### src/rtl/dps_pkg.sv
package dps_pkg;
  localparam int NPATH = 3;
  localparam int IDX_W = 2;
  typedef logic [IDX_W-1:0] path_idx_t;
  localparam path_idx_t P_UP  = 2'd0;
  localparam path_idx_t P_MID = 2'd1;
  localparam path_idx_t P_LOW = 2'd2;
endpackage

### src/rtl/dps_classify.sv
module dps_classify
  import dps_pkg::*;
(
  input  logic             sat,
  input  logic             req_sync,
  input  logic             dst_hot,
  output logic             mid_first,
  output logic [NPATH-1:0] resv_new
);
  always_comb begin
    mid_first = 1'b0;
    resv_new  = '0;
    if (sat && !req_sync) begin
      if (dst_hot) begin
        resv_new[P_MID] = 1'b1;
        resv_new[P_LOW] = 1'b1;
      end else begin
        mid_first       = 1'b1;
        resv_new[P_UP]  = 1'b1;
      end
    end
  end
endmodule

### src/rtl/dps_pick.sv
module dps_pick
  import dps_pkg::*;
(
  input  logic [NPATH-1:0] fail_mask,
  input  logic             mid_first,
  output path_idx_t        pick_idx,
  output logic             pick_none
);
  always_comb begin
    int p;
    pick_idx  = P_UP;
    pick_none = 1'b1;
    for (int k = NPATH - 1; k >= 0; k--) begin
      p = mid_first ? ((k + 1) % NPATH) : k;
      if (!fail_mask[p]) begin
        pick_idx  = path_idx_t'(p);
        pick_none = 1'b0;
      end
    end
  end
endmodule

### src/rtl/dps_tag_bank.sv
module dps_tag_bank
  import dps_pkg::*;
#(
  parameter int TAG_W = 8
) (
  input  logic                   clk,
  input  logic                   wr_en,
  input  logic [NPATH*TAG_W-1:0] wr_tags,
  input  path_idx_t              rd_idx,
  output logic [TAG_W-1:0]       rd_tag
);
  logic [TAG_W-1:0] mem [NPATH];

  always_ff @(posedge clk) begin
    if (wr_en) begin
      for (int i = 0; i < NPATH; i++) mem[i] <= wr_tags[i*TAG_W +: TAG_W];
    end
  end

  always_comb begin
    rd_tag = '0;
    for (int i = 0; i < NPATH; i++)
      if (rd_idx == path_idx_t'(i)) rd_tag = mem[i];
  end
endmodule

### src/rtl/dps_path_select.sv
module dps_path_select
  import dps_pkg::*;
#(
  parameter int TAG_W = 8
) (
  input  logic             clk,
  input  logic             rst,
  input  logic             req_valid,
  input  logic             req_sync,
  input  logic             dst_hot,
  input  logic             sat,
  input  logic             fault_pulse,
  input  logic [TAG_W-1:0] tag_up,
  input  logic [TAG_W-1:0] tag_mid,
  input  logic [TAG_W-1:0] tag_low,
  output logic             send_valid,
  output logic [TAG_W-1:0] send_tag,
  output logic [1:0]       path_idx,
  output logic [2:0]       resv,
  output logic             active,
  output logic             unreachable
);
  localparam int FLAT_W = NPATH * TAG_W;

  logic [FLAT_W-1:0] tags_flat;
  logic [NPATH-1:0]  cur_oh, fail_q, fail_next, pk_mask, cls_resv;
  logic              mode_q, cls_mid, pk_mode, pk_none, fault_hit, all_failed;
  path_idx_t         pk_idx;
  logic [TAG_W-1:0]  bank_tag, in_sel, new_tag;

  assign tags_flat = {tag_low, tag_mid, tag_up};

  for (genvar g = 0; g < NPATH; g++) begin : g_oh
    assign cur_oh[g] = (path_idx == path_idx_t'(g));
  end

  assign fault_hit  = fault_pulse && active && !req_valid;
  assign fail_next  = fail_q | cur_oh;
  assign all_failed = &fail_next;
  assign pk_mask    = req_valid ? '0 : fail_next;
  assign pk_mode    = req_valid ? cls_mid : mode_q;

  dps_classify u_cls (
    .sat       (sat),
    .req_sync  (req_sync),
    .dst_hot   (dst_hot),
    .mid_first (cls_mid),
    .resv_new  (cls_resv)
  );

  dps_pick u_pick (
    .fail_mask (pk_mask),
    .mid_first (pk_mode),
    .pick_idx  (pk_idx),
    .pick_none (pk_none)
  );

  dps_tag_bank #(.TAG_W(TAG_W)) u_bank (
    .clk     (clk),
    .wr_en   (req_valid),
    .wr_tags (tags_flat),
    .rd_idx  (pk_idx),
    .rd_tag  (bank_tag)
  );

  always_comb begin
    in_sel = '0;
    for (int i = 0; i < NPATH; i++)
      if (pk_idx == path_idx_t'(i)) in_sel = tags_flat[i*TAG_W +: TAG_W];
    new_tag = req_valid ? in_sel : bank_tag;
  end

  always_ff @(posedge clk) begin
    if (rst) begin
      send_valid  <= 1'b0;
      send_tag    <= '0;
      path_idx    <= '0;
      resv        <= '0;
      active      <= 1'b0;
      unreachable <= 1'b0;
      mode_q      <= 1'b0;
      fail_q      <= '0;
    end else begin
      send_valid  <= 1'b0;
      unreachable <= 1'b0;
      if (req_valid) begin
        active     <= 1'b1;
        mode_q     <= cls_mid;
        fail_q     <= '0;
        resv       <= cls_resv;
        path_idx   <= pk_idx;
        send_tag   <= new_tag;
        send_valid <= 1'b1;
      end else if (fault_hit) begin
        fail_q <= fail_next;
        if (all_failed || pk_none) begin
          active      <= 1'b0;
          unreachable <= 1'b1;
          resv        <= '0;
        end else begin
          path_idx   <= pk_idx;
          send_tag   <= new_tag;
          send_valid <= 1'b1;
        end
      end
    end
  end
endmodule

### config.mk
export PLATFORM = sky130hd
export DESIGN_NAME = dps_path_select
export DESIGN_NICKNAME = d
export VERILOG_FILES = /design/src/rtl/dps_pkg.sv /design/src/rtl/dps_classify.sv /design/src/rtl/dps_pick.sv /design/src/rtl/dps_tag_bank.sv /design/src/rtl/dps_path_select.sv
export SDC_FILE = /design/constraint.sdc
export NUM_CORES = 1
export LEC_CHECK = 0
export CAP_MARGIN = 10
export CORE_MARGIN = 8
export CORE_UTILIZATION = 61
export DETAILED_ROUTE_END_ITERATION = 8
export DONT_BUFFER_PORTS = 1
export HOLD_SLACK_MARGIN = 0.06
export PLACE_DENSITY = 0.83
export SYNTH_ARGS = -nofsm -noshare
export SYNTH_HDL_FRONTEND = slang
export SYNTH_SLANG_ARGS = --single-unit
### constraint.sdc
create_clock -name clk -period 2.1 [get_ports clk]
set_input_delay 0.315 -clock clk [delete_from_list [all_inputs] [get_ports clk]]
set_output_delay 0.315 -clock clk [all_outputs]
set_load 0.05 [all_outputs]
==> After elaboration in Yosys (flattened, before gate mapping) <==
Memory sizes are Yosys's and may differ from the RTL's.
Index checks and enable logic that the tools add are counted.
{ "op_classes": {"n_bitwise": 2, "eq_ne": 5, "order_cmp": 3, "muxes": 49, "reduce_logical": 15} }
{ "ops": {"columns": ["cell", "count"], "rows": [
  ["32-bit by 4-bit < comparator with 1-bit output (second input constant)", 3],
  ["8-bit two-way mux", 10],
  ["1-bit two-way mux", 22],
  ["2-bit two-way mux", 9],
  ["3-bit two-way mux", 5],
  ["1-bit binary-select mux with 2-bit select", 3],
  ["2-bit by 1-bit == test with 1-bit output (second input constant)", 2],
  ["2-bit == test (second input constant)", 2],
  ["2-bit logical NOT", 2],
  ["2-bit AND reduction", 2],
  ["2-bit nonzero test", 2],
  ["1-bit logical AND", 3],
  ["3-bit bitwise OR", 1],
  ["3-bit AND reduction", 1],
  ["3-bit OR reduction", 1],
  ["1-bit logical NOT", 2],
  ["2-bit inequality test (second input constant)", 1],
  ["2-bit OR reduction", 1],
  ["1-bit logical OR", 1],
  ["1-bit NOT", 1]
]} }
{ "word_totals": {"memories": 1, "reg_bits": 20, "mem_bits_rw": 24} }
{ "memory_table": {"columns": ["memory", "depth", "word_bits", "rd", "rd_ports_with_merged_regs", "wr", "line_no", "rtl"], "rows": [
  ["u_bank.mem", 3, 8, 3, 0, 3, "dps_tag_bank.sv:12", "logic [TAG_W-1:0] mem [NPATH];"]
]} }

==> Logic depth before layout (Yosys ltp) <==
Gate-level depths: netlist of run 1.
{ "depth": {"word_depth": 19, "depth_mapped": 6} }

==> Hierarchy <==
From an unflattened synthesis of run 1, not the netlist that was laid out.
{ "unflattened": {"hier_cells": 185, "area_unflattened_um2": 2142.1} }
{ "by_module_without_submodules": {"columns": ["mod", "cells_per_inst", "area_each_um2", "seq_area_each_um2", "n_inst"], "rows": [
  ["dps_path_select", 133, 1159.9, 400.4, 1],
  ["dps_tag_bank", 44, 918.4, 720.7, 1],
  ["dps_classify", 4, 36.3, 0.0, 1],
  ["dps_pick", 4, 27.5, 0.0, 1]
]} }

==> Worst setup path before layout of run 1 <==
Ideal clock, no wire load.
{ "synth_timing": {"path_kind": "reg-to-reg", "start": "register path_idx[1]", "end": "register send_tag[2]", "slack_ns": 0.080, "setup_ns": 0.074, "path_buffers": 1, "path_stages_with_launch": 7, "arrival_ns": 1.946, "cell_sequence": "dfxtp_1 -> nand2b_1 -> a211o_1 -> and2_1 -> buf_6 -> or3b_1 -> a31oi_1"} }
{ "synth_via": {"elab_chain_len": 17, "elab_cells_between_ends": 37} }
{ "synth_lines": {"columns": ["element", "line_no", "rtl"], "rows": [
  ["start, declared", "dps_path_select.sv:18", "output logic [1:0] path_idx,"],
  ["start signal, assigned", "dps_path_select.sv:91", "path_idx <= pk_idx;"],
  ["start signal, assigned", "dps_path_select.sv:101", "path_idx <= pk_idx;"],
  ["2-bit by 1-bit == test with 1-bit output (tied with other cells)", "dps_path_select.sv:34", "assign cur_oh[g] = (path_idx == path_idx_t'(g));"],
  ["3-bit bitwise OR (*)", "dps_path_select.sv:38", "assign fail_next = fail_q | cur_oh;"],
  ["3-bit two-way mux", "dps_path_select.sv:40", "assign pk_mask = req_valid ? '0 : fail_next;"],
  ["1-bit binary-select mux with 2-bit select", "dps_pick.sv:15", "if (!fail_mask[p]) begin"],
  ["1-bit two-way mux (not written as such) (2 in series)", "dps_pick.sv:15", null],
  ["2-bit two-way mux (3 in series)", "dps_pick.sv:15", null],
  ["2-bit logical NOT", "dps_tag_bank.sv:23, dps_path_select.sv:69", null],
  ["8-bit two-way mux (on tied branches) (3 in series)", "dps_tag_bank.sv:23, dps_path_select.sv:69", null],
  ["8-bit two-way mux", "dps_path_select.sv:70", "new_tag = req_valid ? in_sel : bank_tag;"],
  ["8-bit two-way mux", "dps_path_select.sv:96", "if (all_failed || pk_none) begin"],
  ["8-bit two-way mux", "dps_path_select.sv:94", "end else if (fault_hit) begin"],
  ["8-bit two-way mux", "dps_path_select.sv:86", "if (req_valid) begin"],
  ["end signal, assigned", "dps_path_select.sv:92", "send_tag <= new_tag;"],
  ["end signal, assigned", "dps_path_select.sv:102", "send_tag <= new_tag;"],
  ["end, declared", "dps_path_select.sv:17", "output logic [TAG_W-1:0] send_tag,"]
]} }
Mark *: on every way between the ends. The rest lies on a longest branch, timed or not. The select of a mux whose other input is x is not followed.
A chain may end at the register's enable or synchronous reset.

==> Worst setup path after layout of run 1 <==
{ "layout_timing": {"start": "register mode_q", "end": "register send_tag[7]"} }
{ "layout_via": {"elab_chain_len": 16, "elab_cells_between_ends": 35} }
{ "layout_lines": {"columns": ["element", "line_no", "rtl"], "rows": [
  ["start, declared", "dps_path_select.sv:27", "logic mode_q, cls_mid, pk_mode, pk_none, fault_hit, all_failed;"],
  ["start signal, assigned", "dps_path_select.sv:88", "mode_q <= cls_mid;"],
  ["1-bit two-way mux (*)", null, null],
  ["2-bit two-way mux", "dps_pick.sv:14", "p = mid_first ? ((k + 1) % NPATH) : k;"],
  ["1-bit binary-select mux with 2-bit select", "dps_pick.sv:15", null],
  ["1-bit two-way mux (not written as such) (2 in series)", "dps_pick.sv:15", null],
  ["2-bit two-way mux (3 in series)", "dps_pick.sv:15", null],
  ["2-bit logical NOT", "dps_tag_bank.sv:23, dps_path_select.sv:69", null],
  ["8-bit two-way mux (on tied branches) (3 in series)", "dps_tag_bank.sv:23, dps_path_select.sv:69", null],
  ["8-bit two-way mux", "dps_path_select.sv:70", null],
  ["8-bit two-way mux", "dps_path_select.sv:96", null],
  ["8-bit two-way mux", "dps_path_select.sv:94", null],
  ["8-bit two-way mux", "dps_path_select.sv:86", null]
]} }
Marks and branches as above.

==> results of run 1 <==
through the flow:
| step | power [mW] | std cells | utilization, % | setup slack [ns] | area [µm²] |
|---|---|---|---|---|---|
| global placement | 1.19 | 204 | 64.9 | 0.325 | 1950 |
| finish | 1.69 | 239 | 76.2 | 0.208 | 2290 |
| detailed placement | 1.20 | 204 | 64.9 | 0.249 | 1950 |
| floorplan | 1.17 | 174 | - | 0.0803 | 1910 |
| global route | 1.75 | 239 | 76.2 | 0.124 | 2290 |
| CTS | 1.67 | 238 | 75.9 | 0.282 | 2280 |
worst max-delay path: cells and delay by family (launching register included):
kind | cells | cell delay (ns)
DFF | 1 | 0.34
and+or+nand+nor | 3 | 0.93
AOI/OAI and AO/OA | 2 | 0.49
final timing paths:
check	to	slack, ns	cells after the start
worst max register to register	send_tag[7]	0.21	5
worst min register to register	resv[1]	0.53	2
worst max-delay path	send_tag[7]	0.21	5
worst min-delay path	send_tag[2]	0.11	3
synthesized netlist by cell type (3+ instances only):
master	n	area share (%)
sky130_fd_sc_hd__nor2_1	9	1.8
sky130_fd_sc_hd__mux2i_1	3	1.6
sky130_fd_sc_hd__clkbuf_1	7	1.4
sky130_fd_sc_hd__or3b_1	3	1.4
sky130_fd_sc_hd__and2_1	4	1.3
sky130_fd_sc_hd__nand3_1	6	1.6
sky130_fd_sc_hd__nand2b_1	3	0.99
sky130_fd_sc_hd__edfxtp_1	24	38
sky130_fd_sc_hd__and3_1	8	2.6
sky130_fd_sc_hd__a221o_1	3	1.6
sky130_fd_sc_hd__a22oi_1	3	1.2
sky130_fd_sc_hd__nor3_1	5	1.3
sky130_fd_sc_hd__a31oi_1	9	3.0
sky130_fd_sc_hd__nand2_1	18	3.5
sky130_fd_sc_hd__nor2b_1	3	0.99
sky130_fd_sc_hd__o31ai_1	3	1.2
sky130_fd_sc_hd__dfxtp_1	19	20
sky130_fd_sc_hd__a21oi_1	8	2.1
sky130_fd_sc_hd__inv_1	8	1.6
sky130_fd_sc_hd__o211ai_1	4	1.6
per-layer routing:
layer | part of all wire [%] | track usage [%] | vias up
met5 | 0 | 0 | -
met4 | 3.5 | 12.2 | 0
met3 | 11 | 8.13 | 24
met2 | 50 | 32.6 | 107
met1 | 35 | 21.3 | 754
li1 | - | - | 722
report_power, final:
part | internal [mW] | leakage (nW) | switching, mW
logic | 0.0987 | 0.464 | 0.116
clock network | 0.197 | 0.0386 | 0.253
registers | 0.949 | 0.391 | 0.0782
final cells by class:
| cell class | instances | area share (%) |
|---|---|---|
| Clock buffer | 8 | 3.01 |
| Inverter | 8 | 1.31 |
| Sequential cell | 43 | 48.1 |
| Tap cell | 33 | 1.80 |
| Multi-Input combinational cell | 113 | 31.7 |
| Timing Repair Buffer | 34 | 14.1 |
cells by family (layout without fill, tap and decap cells):
family | after synthesis | after routing | synth area share, %
compound gates | 45 | 45 | 17.5
buf+inv | 18 | 50 | 4.53
flops | 43 | 43 | 57.8
mux | 3 | 3 | 1.58
simple gates | 65 | 65 | 18.6
flip-flops by register name, indices dropped and copies added, names as in the netlist:
| signal | count |
|---|---|
| path_idx | 2 |
| fail_q | 3 |
| resv | 2 |
| send_valid | 1 |
| mode_q | 1 |
| unreachable | 1 |
| send_tag | 8 |
| active | 1 |
| u_bank.mem | 24 |
==> impl_metrics.prom, run 1 <==
# TYPE chip_impl_metric gauge
chip_impl_metric{name="fin_skew",unit="ns"} 0.0158
chip_impl_metric{name="synth-warning-count",unit=""} 0
chip_impl_metric{name="n_fill_cell",unit=""} 186
chip_impl_info{name="crit-reg2reg-launch",value="mode_q"} 1
chip_impl_metric{name="half_perimeter_wire_length_after_detailed_placement",unit="µm"} 3040
chip_impl_info{name="cts_root_buffer_type",value="sky130_fd_sc_hd__clkbuf_4"} 1
chip_impl_metric{name="wl_per_cell",unit="µm"} 21.4
chip_impl_metric{name="worstSkewPairLatency",unit="ns"} 0.35
chip_impl_info{name="critical_path_class",value="flop to flop"} 1
chip_impl_metric{name="whs",unit="ns"} 0.108
chip_impl_metric{name="numPortBuffers",unit=""} 0
chip_impl_metric{name="cts.htree.levels",unit=""} 2
chip_impl_metric{name="cts-buffers-inserted",unit=""} 5
chip_impl_metric{name="finalHoldViolCount",unit=""} 0
chip_impl_metric{name="post-route-drc-count",unit=""} 0
chip_impl_metric{name="io_pins",unit=""} 47
chip_impl_metric{name="critPathRequiredTime",unit="ns"} 2.32
chip_impl_info{name="critical_path.cell_chain",value="nor2b_1 > or4b_4 > and3_1 > o311ai_1 > o221ai_1"} 1
chip_impl_metric{name="drive_above_1_share",unit="%"} 8.74
chip_impl_metric{name="post_synth_num_cell_types",unit=""} 38
chip_impl_metric{name="initial_cell_density_of_the_core",unit="%"} 63.5
chip_impl_metric{name="maxClockFrequency",unit="MHz"} 528
chip_impl_metric{name="initialDrtViolationCount",unit=""} 162
chip_impl_info{name="highest_count_cells_in_the_layout_ignoring_fill_and_taps",value="27 x sky130_fd_sc_hd__dlygate4sd3_1, 24 x sky130_fd_sc_hd__edfxtp_1, 19 x sky130_fd_sc_hd__dfxtp_1, 18 x sky130_fd_sc_hd__nand2_1"} 1
chip_impl_metric{name="routed_wirelength",unit="µm"} 5120
chip_impl_metric{name="nNetsFinal",unit=""} 236
chip_impl_metric{name="endpoint_arrival_time_on_the_critical_path",unit="ns"} 2.11
chip_impl_info{name="cts_tree",value="built"} 1
chip_impl_metric{name="slew_headroom",unit="%"} 29.2
chip_impl_metric{name="synth-seq-area-share",unit="%"} 57.8
chip_impl_metric{name="global_route.overflow_total",unit=""} 0
chip_impl_metric{name="cts.sink_count",unit=""} 43
chip_impl_metric{name="die_footprint",unit="µm²"} 5170
chip_impl_metric{name="core",unit="µm²"} 3000
chip_impl_info{name="timing.critical_path.slowest_stage_cell",value="sky130_fd_sc_hd__or4b_4"} 1
chip_impl_info{name="setup.worst_path.start",value="mode_q"} 1
chip_impl_info{name="cp-start-kind",value="flop"} 1
chip_impl_metric{name="highest_ir_drop_seen_on_vdd",unit="mV"} 0.614
chip_impl_metric{name="power_density",unit="nW/µm²"} 739
chip_impl_metric{name="detail-route-antenna-nets",unit=""} 0
chip_impl_info{name="setup_repair_after_global_routing_missed_its_margin",value="false"} 1
chip_impl_metric{name="synth-seq-cells",unit=""} 43
chip_impl_metric{name="post_synth_inst_count",unit=""} 174
chip_impl_metric{name="area.sequential",unit="µm²"} 1100
chip_impl_metric{name="detail_route.first_pass.iterations",unit=""} 4
chip_impl_metric{name="dieHeight",unit="µm"} 71.9
chip_impl_metric{name="first_global_vias",unit=""} 1557
chip_impl_metric{name="overall_global_routing_resource_usage",unit="%"} 20.0
chip_impl_metric{name="fin_setup_tns",unit="ns"} 0
chip_impl_metric{name="timing.final.crit_period",unit="ns"} 1.89
chip_impl_metric{name="ys_async_sr_fraction",unit="%"} 0
chip_impl_info{name="timing.hold.worst.class",value="input pin to flop"} 1
chip_impl_metric{name="synthesis.area",unit="µm²"} 1910
chip_impl_metric{name="clk_pin_slew_worst_paths",unit="ns"} 0.12
chip_impl_metric{name="clock_path_buffers",unit=""} 2
chip_impl_metric{name="post_cts_resize_count",unit=""} 0
chip_impl_metric{name="route.vias.total",unit=""} 1607
chip_impl_metric{name="areaGrowthSynthToFinish",unit="%"} 20.1
chip_impl_metric{name="slowest_delay",unit="ns"} 0.56
chip_impl_metric{name="final_slew_viol_count",unit=""} 0
chip_impl_metric{name="number_of_enable_flip_flop_cells_after_synthesis",unit=""} 24
chip_impl_metric{name="min_period_over_period",unit="%"} 90.1
chip_impl_metric{name="row_count",unit=""} 20
chip_impl_metric{name="grt_pass1_wl",unit="µm"} 7880
chip_impl_metric{name="power.leakage",unit="nW"} 0.894
chip_impl_metric{name="grt_antenna_before_repair",unit=""} 0
chip_impl_metric{name="timing.max_cap.violations",unit=""} 0
chip_impl_metric{name="setup_viol_count_final",unit=""} 0
chip_impl_metric{name="postSynthAreaPerCell",unit="µm²"} 11.0
chip_impl_info{name="commonest_non_fill_non_tap_cell_in_the_layout",value="sky130_fd_sc_hd__dlygate4sd3_1"} 1
chip_impl_info{name="setup.worst_path.end_class",value="flop"} 1
chip_impl_metric{name="post_cts.repair.setup_buffers",unit=""} 0
chip_impl_metric{name="path_max_fanout",unit=""} 4
chip_impl_metric{name="grt_max_degree",unit=""} 44
chip_impl_metric{name="antenna_cells",unit=""} 0
chip_impl_metric{name="tightest_slew",unit="ns"} 1.06
chip_impl_info{name="status",value="complete, no violations"} 1
chip_impl_metric{name="die_w",unit="µm"} 71.9
chip_impl_metric{name="place_congestion",unit=""} 0.933
chip_impl_info{name="worstHoldStart",value="rst"} 1
chip_impl_metric{name="multi_input_comb_area",unit="µm²"} 724
chip_impl_metric{name="route.detailed.vias_per_inst",unit=""} 6.72
chip_impl_info{name="synth_flop_cell",value="sky130_fd_sc_hd__edfxtp_1"} 1
chip_impl_metric{name="cts_hold_buffers",unit=""} 26
chip_impl_metric{name="synth.net_count",unit=""} 205
(Power assumes the default switching activity.)
==> run 2: changes to the inputs <==
==> constraint.sdc (replaced) <==
create_clock -name clk -period 2.1 [get_ports clk]
set_input_delay 0.42 -clock clk [delete_from_list [all_inputs] [get_ports clk]]
set_output_delay 0.42 -clock clk [all_outputs]
set_load 0.05 [all_outputs]
==> run 2 against run 1 <==
Compared with the run above: clock power shrank 12%; register-to-register slack barely moved; core utilization shrank 9.5 points; critical path depth did not move; sequential share of layout area grew 6.9 points; total power shrank 6.6%; clock skew is 0.0051 ns higher; critical endpoint is now send_tag[4].
==> impl_metrics.prom, run 2 (synthesis results as in run 1) <==
# TYPE chip_impl_metric gauge
chip_impl_metric{name="dieHeight",unit="µm"} 71.9
chip_impl_metric{name="psw",unit="µW"} 442
chip_impl_metric{name="half_perimeter_wire_length_after_detailed_placement",unit="µm"} 3100
chip_impl_metric{name="path_max_fanout",unit=""} 9
chip_impl_metric{name="row_count",unit=""} 20
chip_impl_info{name="setup.worst_path.start",value="path_idx[1]"} 1
chip_impl_metric{name="global_route.overflow_total",unit=""} 0
chip_impl_metric{name="detail-route-antenna-nets",unit=""} 0
chip_impl_metric{name="cts.htree.levels",unit=""} 2
chip_impl_info{name="timing.hold.worst.class",value="input pin to flop"} 1
chip_impl_metric{name="largest_register_ffs",unit=""} 24
chip_impl_info{name="cp-start-kind",value="flop"} 1
chip_impl_metric{name="die_w",unit="µm"} 71.9
chip_impl_metric{name="grt_antenna_before_repair",unit=""} 0
chip_impl_metric{name="power_frac_clock",unit="%"} 25.1
chip_impl_metric{name="crit_buf_inv",unit=""} 0
chip_impl_metric{name="fin_skew",unit="ns"} 0.0210
chip_impl_metric{name="cts_hold_buffers",unit=""} 0
chip_impl_metric{name="overall_global_routing_resource_usage",unit="%"} 17.2
chip_impl_metric{name="grt_max_degree",unit=""} 47
chip_impl_metric{name="final.setup.worst_slack",unit="ns"} 0.205
chip_impl_metric{name="non_filler_cells_final",unit=""} 212
chip_impl_metric{name="slowest_delay",unit="ns"} 0.48
chip_impl_metric{name="place_area",unit="µm²"} 1950
chip_impl_info{name="worst_r2r_endpoint",value="send_tag[4]"} 1
chip_impl_metric{name="worst-r2r-cell-count",unit=""} 5
chip_impl_metric{name="drive_above_1_share",unit="%"} 10.6
chip_impl_info{name="cts_tree",value="built"} 1
chip_impl_info{name="timing.critical_path.slowest_stage_cell",value="sky130_fd_sc_hd__dfxtp_1"} 1
chip_impl_metric{name="final_slew_viol_count",unit=""} 0
chip_impl_metric{name="design_area",unit="µm²"} 2000
chip_impl_metric{name="crit_cells",unit=""} 5
chip_impl_metric{name="initial_cell_density_of_the_core",unit="%"} 63.5
chip_impl_info{name="timing.critical_path.to",value="send_tag[4]"} 1
chip_impl_metric{name="initialDrtViolationCount",unit=""} 154
chip_impl_metric{name="critPathRequiredTime",unit="ns"} 2.40
chip_impl_metric{name="slew_headroom",unit="%"} 63.0
chip_impl_metric{name="route.vias.total",unit=""} 1464
chip_impl_info{name="critical_path.cell_chain",value="nand2b_1 > a211o_1 > and2_1 > or3b_1 > a31oi_1"} 1
chip_impl_metric{name="wl_per_cell",unit="µm"} 20.7
chip_impl_info{name="status",value="complete, no violations"} 1
chip_impl_metric{name="first_global_vias",unit=""} 1433
chip_impl_metric{name="maxClockFrequency",unit="MHz"} 528
chip_impl_info{name="setup_repair_after_global_routing_missed_its_margin",value="false"} 1
chip_impl_info{name="registers.top_by_ff_count",value="u_bank.mem"} 1
chip_impl_metric{name="core",unit="µm²"} 3000
chip_impl_info{name="critical_path_class",value="flop to flop"} 1
chip_impl_metric{name="cts.sink_count",unit=""} 43
chip_impl_metric{name="highest_ir_drop_seen_on_vdd",unit="mV"} 0.476
chip_impl_metric{name="dpl_worst_slack",unit="ns"} 0.127
chip_impl_metric{name="worstSkewPairLatency",unit="ns"} 0.37
chip_impl_metric{name="route.detailed.vias_per_inst",unit=""} 6.91
chip_impl_metric{name="post-place-cells",unit=""} 204
chip_impl_metric{name="post-route-drc-count",unit=""} 0
chip_impl_metric{name="post_cts.repair.setup_buffers",unit=""} 0
chip_impl_metric{name="pwr-share-seq",unit="%"} 65.0
chip_impl_info{name="path_delay_family",value="simple AND/OR/NAND/NOR gates"} 1
chip_impl_info{name="crit-reg2reg-launch",value="path_idx[1]"} 1
chip_impl_metric{name="antenna_cells",unit=""} 0
chip_impl_metric{name="setup_viol_count_final",unit=""} 0
chip_impl_metric{name="share_comb_of_total_power",unit="%"} 9.9
chip_impl_metric{name="io_pins",unit=""} 47
chip_impl_metric{name="min_period_over_period",unit="%"} 90.3
chip_impl_metric{name="place_congestion",unit=""} 0.949
chip_impl_metric{name="power_density",unit="nW/µm²"} 790
chip_impl_metric{name="fin_setup_tns",unit="ns"} 0
chip_impl_metric{name="detail_route.first_pass.iterations",unit=""} 6
chip_impl_metric{name="power.leakage",unit="nW"} 0.777
chip_impl_metric{name="post_cts_resize_count",unit=""} 0
chip_impl_metric{name="clock_path_buffers",unit=""} 2
chip_impl_metric{name="timing.final.crit_period",unit="ns"} 1.90
chip_impl_metric{name="endpoint_arrival_time_on_the_critical_path",unit="ns"} 2.19
chip_impl_metric{name="cellInternalPower",unit="mW"} 1.14
chip_impl_metric{name="routed_wirelength",unit="µm"} 4390
chip_impl_info{name="largestRegisters",value="u_bank.mem: 24 flops, send_tag: 8 flops, fail_q: 3 flops"} 1
chip_impl_metric{name="clk_pin_slew_worst_paths",unit="ns"} 0.14
chip_impl_metric{name="tightest_slew",unit="ns"} 0.554
chip_impl_metric{name="grt_pass1_wl",unit="µm"} 6910
chip_impl_metric{name="switching_share",unit="%"} 27.9
chip_impl_info{name="setup.worst_path.end_class",value="flop"} 1
chip_impl_metric{name="whs",unit="ns"} 0.0938
chip_impl_metric{name="areaGrowthSynthToFinish",unit="%"} 5.06
chip_impl_metric{name="finalHoldViolCount",unit=""} 0
chip_impl_info{name="cts_root_buffer_type",value="sky130_fd_sc_hd__clkbuf_4"} 1
chip_impl_metric{name="timing.max_cap.violations",unit=""} 0
chip_impl_metric{name="numPortBuffers",unit=""} 0
chip_impl_metric{name="cts-buffers-inserted",unit=""} 5
chip_impl_metric{name="nNetsFinal",unit=""} 209
chip_impl_metric{name="die_footprint",unit="µm²"} 5170
chip_impl_info{name="highest_count_cells_in_the_layout_ignoring_fill_and_taps",value="24 x sky130_fd_sc_hd__edfxtp_1, 19 x sky130_fd_sc_hd__dfxtp_1, 18 x sky130_fd_sc_hd__nand2_1, 9 x sky130_fd_sc_hd__nor2_1, 9 x sky130_fd_sc_hd__a31oi_1"} 1
chip_impl_info{name="commonest_non_fill_non_tap_cell_in_the_layout",value="sky130_fd_sc_hd__edfxtp_1"} 1
chip_impl_metric{name="rrSetupSlack",unit="ns"} 0.20
run 2: changes by cell type in the layout (fill, tap and decap cells not counted):
cell / change
sky130_fd_sc_hd__clkbuf_8: -2
sky130_fd_sc_hd__clkinv_2: +3
sky130_fd_sc_hd__dlygate4sd3_1: -27
sky130_fd_sc_hd__clkbuf_1: -1
run 2: metrics by stage:
stage	power [mW]	utilization, %
2_1_floorplan	1.17	-
6_report	1.58	66.7
3_5_place_dp	1.20	64.9
5_1_grt	1.64	66.7
4_1_cts	1.58	66.7
3_3_place_gp	1.19	64.9
run 2: layout make-up:
class                      instances  area, µm²
clock buffer                       5       37.5
clock inverter                     3       15.0
fill                             246       1000
inverter                           8       30.0
multi-input combinational        113        724
sequential                        43       1100
tap                               33       41.3
timing repair buffer               7       52.6
run 2: worst min-delay path by stage:
stage                          from               end  depth (start not counted)
after floorplan           tag_up[0]  u_bank.mem[0][0]                          0
after global placement      resv[1]           resv[1]                          2
after detailed placement    resv[1]           resv[1]                          2
after CTS                       rst       path_idx[0]                          1
after global routing            rst       path_idx[1]                          1
final                           rst       path_idx[0]                          1
run 2: power by group through the flow:
stage	combinational [mW]	sequential, mW	clock, mW
floorplan	0.121	1.05	0
global placement	0.145	1.05	0
detailed placement	0.151	1.05	0
CTS	0.153	1.03	0.397
global route	0.171	1.03	0.435
finish	0.157	1.03	0.396
run 2: metal layers:
metal	up-vias	GRT usage [%]	wire [µm]
met5	-	0	0
li1	670	-	-
met2	90	25.8	2040
met3	12	7.02	449
met1	692	20.8	1800
met4	0	8.62	94
